<file path="src/rtl/lshf_pkg.sv">
package lshf_pkg;

    typedef struct packed {
        logic carry;
        logic ovf;
        logic sign;
        logic zero;
        logic parity;
    } lshf_flags_t;

endpackage

</file>
<file path="src/rtl/lshf_barrel.sv">
module lshf_barrel #(
    parameter int DATA_W = 16,
    parameter int CNT_W  = $clog2(DATA_W) + 1
) (
    input  logic [DATA_W-1:0] operand_i,
    input  logic [CNT_W-1:0]  count_i,
    output logic [DATA_W-1:0] result_o,
    output logic              carry_o,
    output logic              active_o
);
    localparam int                STAGES = CNT_W - 1;
    localparam logic [CNT_W-1:0] LIMIT  = CNT_W'(DATA_W);

    // Bit DATA_W of each stage holds the latest bit pushed out of the word.
    logic [DATA_W:0] stage [0:STAGES];
    logic            over;

    assign stage[0] = {1'b0, operand_i};

    generate
        for (genvar k = 0; k < STAGES; k++) begin : g_stage
            localparam int SH = 1 << k;
            assign stage[k+1] = count_i[k] ? (stage[k] << SH) : stage[k];
        end
    endgenerate

    assign over     = (count_i >= LIMIT);
    assign active_o = (count_i != '0);
    assign result_o = over ? '0 : stage[STAGES][DATA_W-1:0];
    assign carry_o  = (over || !active_o) ? 1'b0 : stage[STAGES][DATA_W];

endmodule

</file>
<file path="src/rtl/lshf_flags.sv">
module lshf_flags
    import lshf_pkg::*;
#(
    parameter int DATA_W = 16
) (
    input  logic              active_i,
    input  logic              op_msb_i,
    input  logic [DATA_W-1:0] result_i,
    input  logic              carry_i,
    input  lshf_flags_t       flags_i,
    output lshf_flags_t       flags_o
);
    localparam int PAR_W = (DATA_W < 8) ? DATA_W : 8;

    always_comb begin
        if (!active_i) begin
            flags_o = flags_i;
        end else begin
            flags_o.carry  = carry_i;
            flags_o.ovf    = op_msb_i ^ result_i[DATA_W-1];
            flags_o.sign   = result_i[DATA_W-1];
            flags_o.zero   = (result_i == '0);
            flags_o.parity = ~(^result_i[PAR_W-1:0]);
        end
    end

endmodule

</file>
<file path="src/rtl/lshf_unit.sv">
module lshf_unit
    import lshf_pkg::*;
#(
    parameter int DATA_W = 16,
    parameter int CNT_W  = $clog2(DATA_W) + 1
) (
    input  logic              clk,
    input  logic              rst_n,
    input  logic [DATA_W-1:0] operand_i,
    input  logic [CNT_W-1:0]  count_i,
    input  logic              carry_i,
    input  logic              ovf_i,
    input  logic              sign_i,
    input  logic              zero_i,
    input  logic              parity_i,
    output logic [DATA_W-1:0] result_o,
    output logic              carry_o,
    output logic              ovf_o,
    output logic              sign_o,
    output logic              zero_o,
    output logic              parity_o
);
    localparam logic [CNT_W-1:0] LIMIT = CNT_W'(DATA_W);

    typedef struct packed {
        logic [DATA_W-1:0] result;
        lshf_flags_t       flags;
    } lshf_state_t;

    lshf_state_t st_d, st_q;

    logic [DATA_W-1:0] shifted;
    logic              shift_carry;
    logic              shift_active;
    lshf_flags_t       flags_in;
    lshf_flags_t       flags_new;

    assign flags_in = '{carry: carry_i, ovf: ovf_i, sign: sign_i,
                        zero: zero_i, parity: parity_i};

    lshf_barrel #(.DATA_W(DATA_W), .CNT_W(CNT_W)) u_barrel (
        .operand_i (operand_i),
        .count_i   (count_i),
        .result_o  (shifted),
        .carry_o   (shift_carry),
        .active_o  (shift_active)
    );

    lshf_flags #(.DATA_W(DATA_W)) u_flags (
        .active_i (shift_active),
        .op_msb_i (operand_i[DATA_W-1]),
        .result_i (shifted),
        .carry_i  (shift_carry),
        .flags_i  (flags_in),
        .flags_o  (flags_new)
    );

    always_comb begin
        st_d.result = shifted;
        st_d.flags  = flags_new;
    end

    always_ff @(posedge clk) begin
        if (!rst_n) st_q <= '0;
        else        st_q <= st_d;
    end

    assign result_o = st_q.result;
    assign carry_o  = st_q.flags.carry;
    assign ovf_o    = st_q.flags.ovf;
    assign sign_o   = st_q.flags.sign;
    assign zero_o   = st_q.flags.zero;
    assign parity_o = st_q.flags.parity;

    // Marks that at least one clock has passed since reset released.
    logic past_ok_q;
    always_ff @(posedge clk) begin
        if (!rst_n) past_ok_q <= 1'b0;
        else        past_ok_q <= 1'b1;
    end

    p_hold_on_zero_r7: assert property (@(posedge clk) disable iff (!rst_n)
        (past_ok_q && $past(count_i) == '0) |->
        (result_o == $past(operand_i) && carry_o == $past(carry_i) &&
         ovf_o == $past(ovf_i) && sign_o == $past(sign_i) &&
         zero_o == $past(zero_i) && parity_o == $past(parity_i)));

    p_clear_wide_r2: assert property (@(posedge clk) disable iff (!rst_n)
        (past_ok_q && $past(count_i) >= LIMIT) |->
        (result_o == '0 && !carry_o));

    p_ovf_sign_xor_r3: assert property (@(posedge clk) disable iff (!rst_n)
        (past_ok_q && $past(count_i) != '0) |->
        (ovf_o == ($past(operand_i[DATA_W-1]) ^ result_o[DATA_W-1])));

    p_sign_zero_r5: assert property (@(posedge clk) disable iff (!rst_n)
        (past_ok_q && $past(count_i) != '0) |->
        (sign_o == result_o[DATA_W-1] && zero_o == (result_o == '0)));

    p_reset_clear_r8: assert property (@(posedge clk)
        $past(!rst_n) |-> (result_o == '0 && !carry_o && !ovf_o &&
                           !sign_o && !zero_o && !parity_o));

endmodule

</file>
<file path="config.mk">
export PLATFORM = sky130hd
export DESIGN_NAME = lshf_unit
export DESIGN_NICKNAME = d
export VERILOG_FILES = /design/src/rtl/lshf_pkg.sv /design/src/rtl/lshf_barrel.sv /design/src/rtl/lshf_flags.sv /design/src/rtl/lshf_unit.sv
export SDC_FILE = /design/constraint.sdc
export NUM_CORES = 1
export LEC_CHECK = 0
export CELL_PAD_IN_SITES_DETAIL_PLACEMENT = 1
export CELL_PAD_IN_SITES_GLOBAL_PLACEMENT = 2
export CORE_MARGIN = 2
export CORE_UTILIZATION = 37
export CTS_BUF_LIST = sky130_fd_sc_hd__clkbuf_4 sky130_fd_sc_hd__clkbuf_8 sky130_fd_sc_hd__clkbuf_16
export CTS_CLUSTER_DIAMETER = 30
export DETAILED_ROUTE_END_ITERATION = 10
export DONT_BUFFER_PORTS = 1
export PLACE_DENSITY = 0.89
export SLEW_MARGIN = 40
export SYNTH_ARGS = -nofsm -noshare
export SYNTH_HDL_FRONTEND = slang
export SYNTH_SLANG_ARGS = --single-unit
</file>
<file path="constraint.sdc">
create_clock -name clk -period 2.5 [get_ports clk]
set_input_delay 0.125 -clock clk [delete_from_list [all_inputs] [get_ports clk]]
set_output_delay 0.125 -clock clk [all_outputs]
set_load 0.05 [all_outputs]
</file>
# Yosys cells after proc, flatten, opt, wreduce, memory -nomap -nowiden
# Index checks and enable logic that the tools add are counted.
# word_totals
output_inout_bits	21
inputBits	28
mem_bits_ro	0
ramBits	0
memories	0
latchBits	0
ff_bits	21
# classes
mux	7
n_eq_ne	0
add_sub_neg	0
n_lt_le_gt_ge	1
n_bitwise	2
div	0
shift	0
n_mul	0
reduce_logical	5
# ops
cell	count
two-way mux 17 bit	4
logical NOT 16 bit	1
two-way mux 16 bit	1
XOR reduction 8 bit	1
>= comparator 5 bit (second input constant)	1
two-way mux 5 bit	1
nonzero test 5 bit	1
logical NOT 1 bit	1
logical OR 1 bit	1
two-way mux 1 bit	1
inverter 1 bit	1
XOR 1 bit	1

# Longest topological paths before layout
# depth
word_depth	8
mapped_depth	13
ltp_nobuf	11

# Modules after synthesis
# A second synthesis with hierarchy kept.
# unflattened
cells_unflattened	168
area_unflattened_um2	1520.2
# modules_own_cells
mod	area_per_inst_um2	instances	seq_area_each_um2	cells_each
lshf_barrel	710.7	1	0.0	96
lshf_unit	593.1	1	420.4	44
lshf_flags	216.5	1	0.0	28

# Worst setup path before layout
# Ideal clock, no wire load.
# synth_timing
kind	input -> register
start	input count_i[0]
end	register st_q (netlist bit zero_o)
arrival_time_ns	2.080
path_buffers	3
path_stages	13
path_slack_ns	0.359
path_cell_list	buf_2 -> buf_2 -> buf_2 -> nor2_1 -> a31oi_1 -> mux2i_1 -> nand2_1 -> ha_1 -> and4_1 -> o211a_1 -> o2111ai_1 -> o31ai_1 -> and4b_1
# synth_via
elab_chain_len	7
word_cells_on_any_way	9
classes_between	order compare (1); mux (6); reduce/logical (2)
# synth_lines
element	line	rtl
from (decl)	lshf_unit.sv:10	input logic [CNT_W-1:0] count_i,
two-way mux 17 bit (4 in a row)	lshf_barrel.sv:23	assign stage[k+1] = count_i[k] ? (stage[k] << SH) : stage[k];
two-way mux 16 bit	lshf_barrel.sv:29	assign result_o = over ? '0 : stage[STAGES][DATA_W-1:0];
logical NOT 16 bit	lshf_flags.sv:22	flags_o.zero = (result_i == '0);
two-way mux 5 bit (*)	lshf_flags.sv:16	if (!active_i) begin
to (signal assigned)	lshf_unit.sv:65	else st_q <= st_d;
to (decl)	lshf_unit.sv:30	lshf_state_t st_d, st_q;
# Mark *: on every way between the ends. The rest lies on a longest branch, timed or not.
# A chain may end at the register's enable or synchronous reset.

# Worst setup path in the final report
# layout_timing
start	input count_i[1]
end	register st_q (netlist bit zero_o)
# layout_via
elab_chain_len	6
word_cells_on_any_way	8
classes_between	order compare (1); mux (5); reduce/logical (2)
# layout_lines
element	line
branches (longest 5 deep; another with >= comparator 5 bit)	--
two-way mux 5 bit (*)	lshf_flags.sv:16
# Mark *: on every way between the ends.

==> impl_metrics.csv <==
group,metric,value,unit
min_path,hold_start,"count_i[2]",
min_path,hold_end,"carry_o$_SDFF_PN0_",
clock_tree,cts_tree,"yes",
sta,rsz0062_at_grt,"no",
power,comb_power_share,24.4,%
global_route,grt_pass1_wl,7890,um
route,firstDrtPassIters,4,
floorplan,die_w,71.4,um
synthesis,synth_flop_cell,"dfxtp_1",
synthesis,syn_area,1680,um^2
placed_design,gp_congestion,0.878,
synthesis,synth_commonest_cells,"mux2i_1, dfxtp_1, nand2_1, nor2_1, a21oi_1",
setup_path,crit_path_end_kind,"flip-flop",
final_layout,fin_nets,215,
global_route,grt_max_degree,32,
route,vias_per_cell,6.09,
clock_tree,cts_buffers,3,
final_layout,ff_latch_area,420,um^2
route,drc,0,
sta,hold_violations,0,
floorplan,start_util,38.6,%
setup_path,arrival,2.12,ns
status,status,"finished clean",
final_layout,final_layout_size_suffix_gt1_share,10.4,%
power,intPower,0.000583,W
synthesis,avgSynthCellArea,8.94,um^2
clock_tree,cts_root_buf,"clkbuf_8",
synthesis,seq_area_frac_synth,25.0,%
power,p_sw,0.000267,W
final_layout,num-fill-cells,514,
floorplan,die_y,71.4,um
sta,timing.fmax,518,MHz
sta,finalSetupViolations,0,
sta,maxSlewHeadroom,54.2,%
synthesis,synthArstFlopShare,0,%
clock_tree,cts.sinks,21,
global_route,grt_overflow_total,0,
floorplan,rows,24,
route,ant_nets,0,
min_path,hp-class,"in -> reg",
global_route,antenna_found_initial,0,
final_layout,insertedDiodeCount,0,
floorplan,ios,49,
placed_design,dp_cells,227,
min_path,min_path_cells,1,
power,clkPwrFrac,26.3,%
clock_tree,htreeDepth,1,
synthesis,synth.largest_area_cell,"dfxtp_1",
run,maxCapViolCount,0,
synthesis,syn-instance-count,188,
power,p_sw_share,31.4,%
power,seqPwrFrac,49.3,%
route,via_count,1426,
setup_path,critPathKind,"in -> reg",
setup_path,required,2.69,ns
power,irDropWorstVdd,158,uV
clock_tree,cts.path.max_buffers,2,
final_layout,final_cells,234,
synthesis,ys_seq_elements,21,
synthesis,synth_cell_types,52,
clock_tree,clk_pin_slew_worst_paths,0.07,ns
synthesis,synth_nets,220,
floorplan,coreArea,4350,um^2
route,drt_iter0_drc,61,
sta,finalSetupTns,0,ns
global_route,grt.total_usage,19.5,%
synthesis,synth.area.top_cells,"dfxtp_1, mux2i_1, mux4_2",
floorplan,dieArea,5100,um^2
synthesis,yosysWarnings,0,
sta,slew_viol_final,0,
setup_path,crit_path_start_kind,"input pin",
global_route,first_global_vias,1520,
power,powerDensity,486,nW/um^2
power,leakagePower,0.681,nW
sta,tightestPinTransition,0.685,ns
placed_design,hpwl,3730,um
synthesis,synth_most_common_cell,"mux2i_1",
route,routedWlPerCell,20.4,um
setup_path,cp_max_fo,30,
synthesis,synth_edf_count,0,
synthesis,synth_top_area_share,25.0,%
sta,fin_crit_sh,77.2,%
final_layout,multi_input_area,1170,um^2
final_layout,syn_to_final_growth,4.09,%
clock_tree,post_cts_buffers,0,
sta,min_period,1.93,ns
placed_design,portBuffers,0,
route,routed_wl,4780,um
-- per-layer routing --
metal / wire length [um] / global-route usage (%) / vias to the layer above
met2: 2390 / 33.3 / 60
met3: 333 / 3.52 / 2
met1: 2010 / 25.5 / 679
li1: - / - / 685
met4: 34 / 4.40 / 0
met5: 0 / 0 / -
-- cells in the final DEF (no fill, tap or decap), types with 2 or more instances in the layout --
cell           Yosys  final
xnor2_1            3      3
a211oi_1           3      3
a22oi_1            2      2
clkbuf_8           0      3
nor3_1             6      6
and2_1             3      3
dlygate4sd3_1      0      3
mux4_1             3      3
ha_1               4      4
mux2_2             3      3
nand2_1           20     20
o22ai_1            2      2
o31ai_1            2      2
or3_1              2      2
dfxtp_1           21     21
o21ai_0            3      3
nand2b_1           6      6
inv_2              2      2
o221ai_1           2      2
and3_1             2      2
nor2_1            13     13
o21ai_1            2      2
nor2b_1            7      7
a21oi_1            8      8
mux2i_1           25     25
or2_2              3      3
a221oi_1           2      2
a21boi_1           2      2
mux4_2             4      4
-- critical path, cell delays in order --
cell	delay (ns)
mux2i_1	0.30
nor2_1	0.07
a31oi_1	0.27
mux2i_1	0.16
nand2_1	0.12
ha_1	0.14
and4_1	0.22
o211a_1	0.15
o2111ai_1	0.12
o31ai_1	0.21
and4b_1	0.22
-- cells by family (layout without fill, tap and decap cells) --
group,Yosys count,after routing,share of synthesized area (%)
AO/OA/AOI/OAI,38,38,16.0
AND/OR/NAND/NOR,70,70,21.9
flip-flops,21,21,25.0
adder cells (fa/ha/maj),4,4,2.98
buffers and inverters,16,10,5.13
multiplexers,35,35,26.9
XOR/XNOR,4,4,2.08
-- sequential cells by signal (all words and copies together), names as in the netlist --
| signal | flops |
|---|---|
| result_o | 16 |
| carry_o | 1 |
| ovf_o | 1 |
| parity_o | 1 |
| sign_o | 1 |
| zero_o | 1 |
-- through the flow --
stage	util [%]	hold slack (ns)	instance area (um^2)	total power [W]	worst slack [ns]
2_1_floorplan	-	0.244	1680	0.000617	0.359
3_3_place_gp	38.4	0.218	1670	0.000623	0.444
3_5_place_dp	38.4	0.216	1670	0.000631	0.353
4_1_cts	40.0	0.00235	1740	0.000854	0.592
5_1_grt	40.2	0.000550	1750	0.000893	0.476
6_report	40.2	0.00442	1750	0.000850	0.570
-- repair_timing --
action | CTS | global route
resized for setup | 0 | 0
hold buffers | 2 | 1
endpoints found under the hold margin | 3 | 1
-- worst max-delay path by stage --
stage,from,endpoint,cells past startpoint
2_1_floorplan,count_i[0],zero_o$_SDFF_PN0_,13
3_3_place_gp,count_i[1],zero_o$_SDFF_PN0_,11
3_5_place_dp,count_i[1],zero_o$_SDFF_PN0_,11
4_1_cts,count_i[1],zero_o$_SDFF_PN0_,11
5_1_grt,count_i[1],zero_o$_SDFF_PN0_,11
6_report,count_i[1],zero_o$_SDFF_PN0_,11
-- area by class of cell --
class,instances,area share (%)
Inverter,3,0.643
Multi-Input combinational cell,151,67.1
Timing Repair Buffer,3,1.72
Sequential cell,21,24.0
Tap cell,52,3.72
Clock buffer,4,2.79
-- power by group through the flow --
stage | Clock [W] | Sequential (W) | Combinational (W)
floorplan | 0 | 0.000426 | 0.000191
global placement | 0 | 0.000428 | 0.000195
detailed placement | 0 | 0.000428 | 0.000203
CTS | 0.000227 | 0.000420 | 0.000207
global route | 0.000243 | 0.000421 | 0.000229
finish | 0.000223 | 0.000420 | 0.000207
Power figures use the tool's default switching activity.
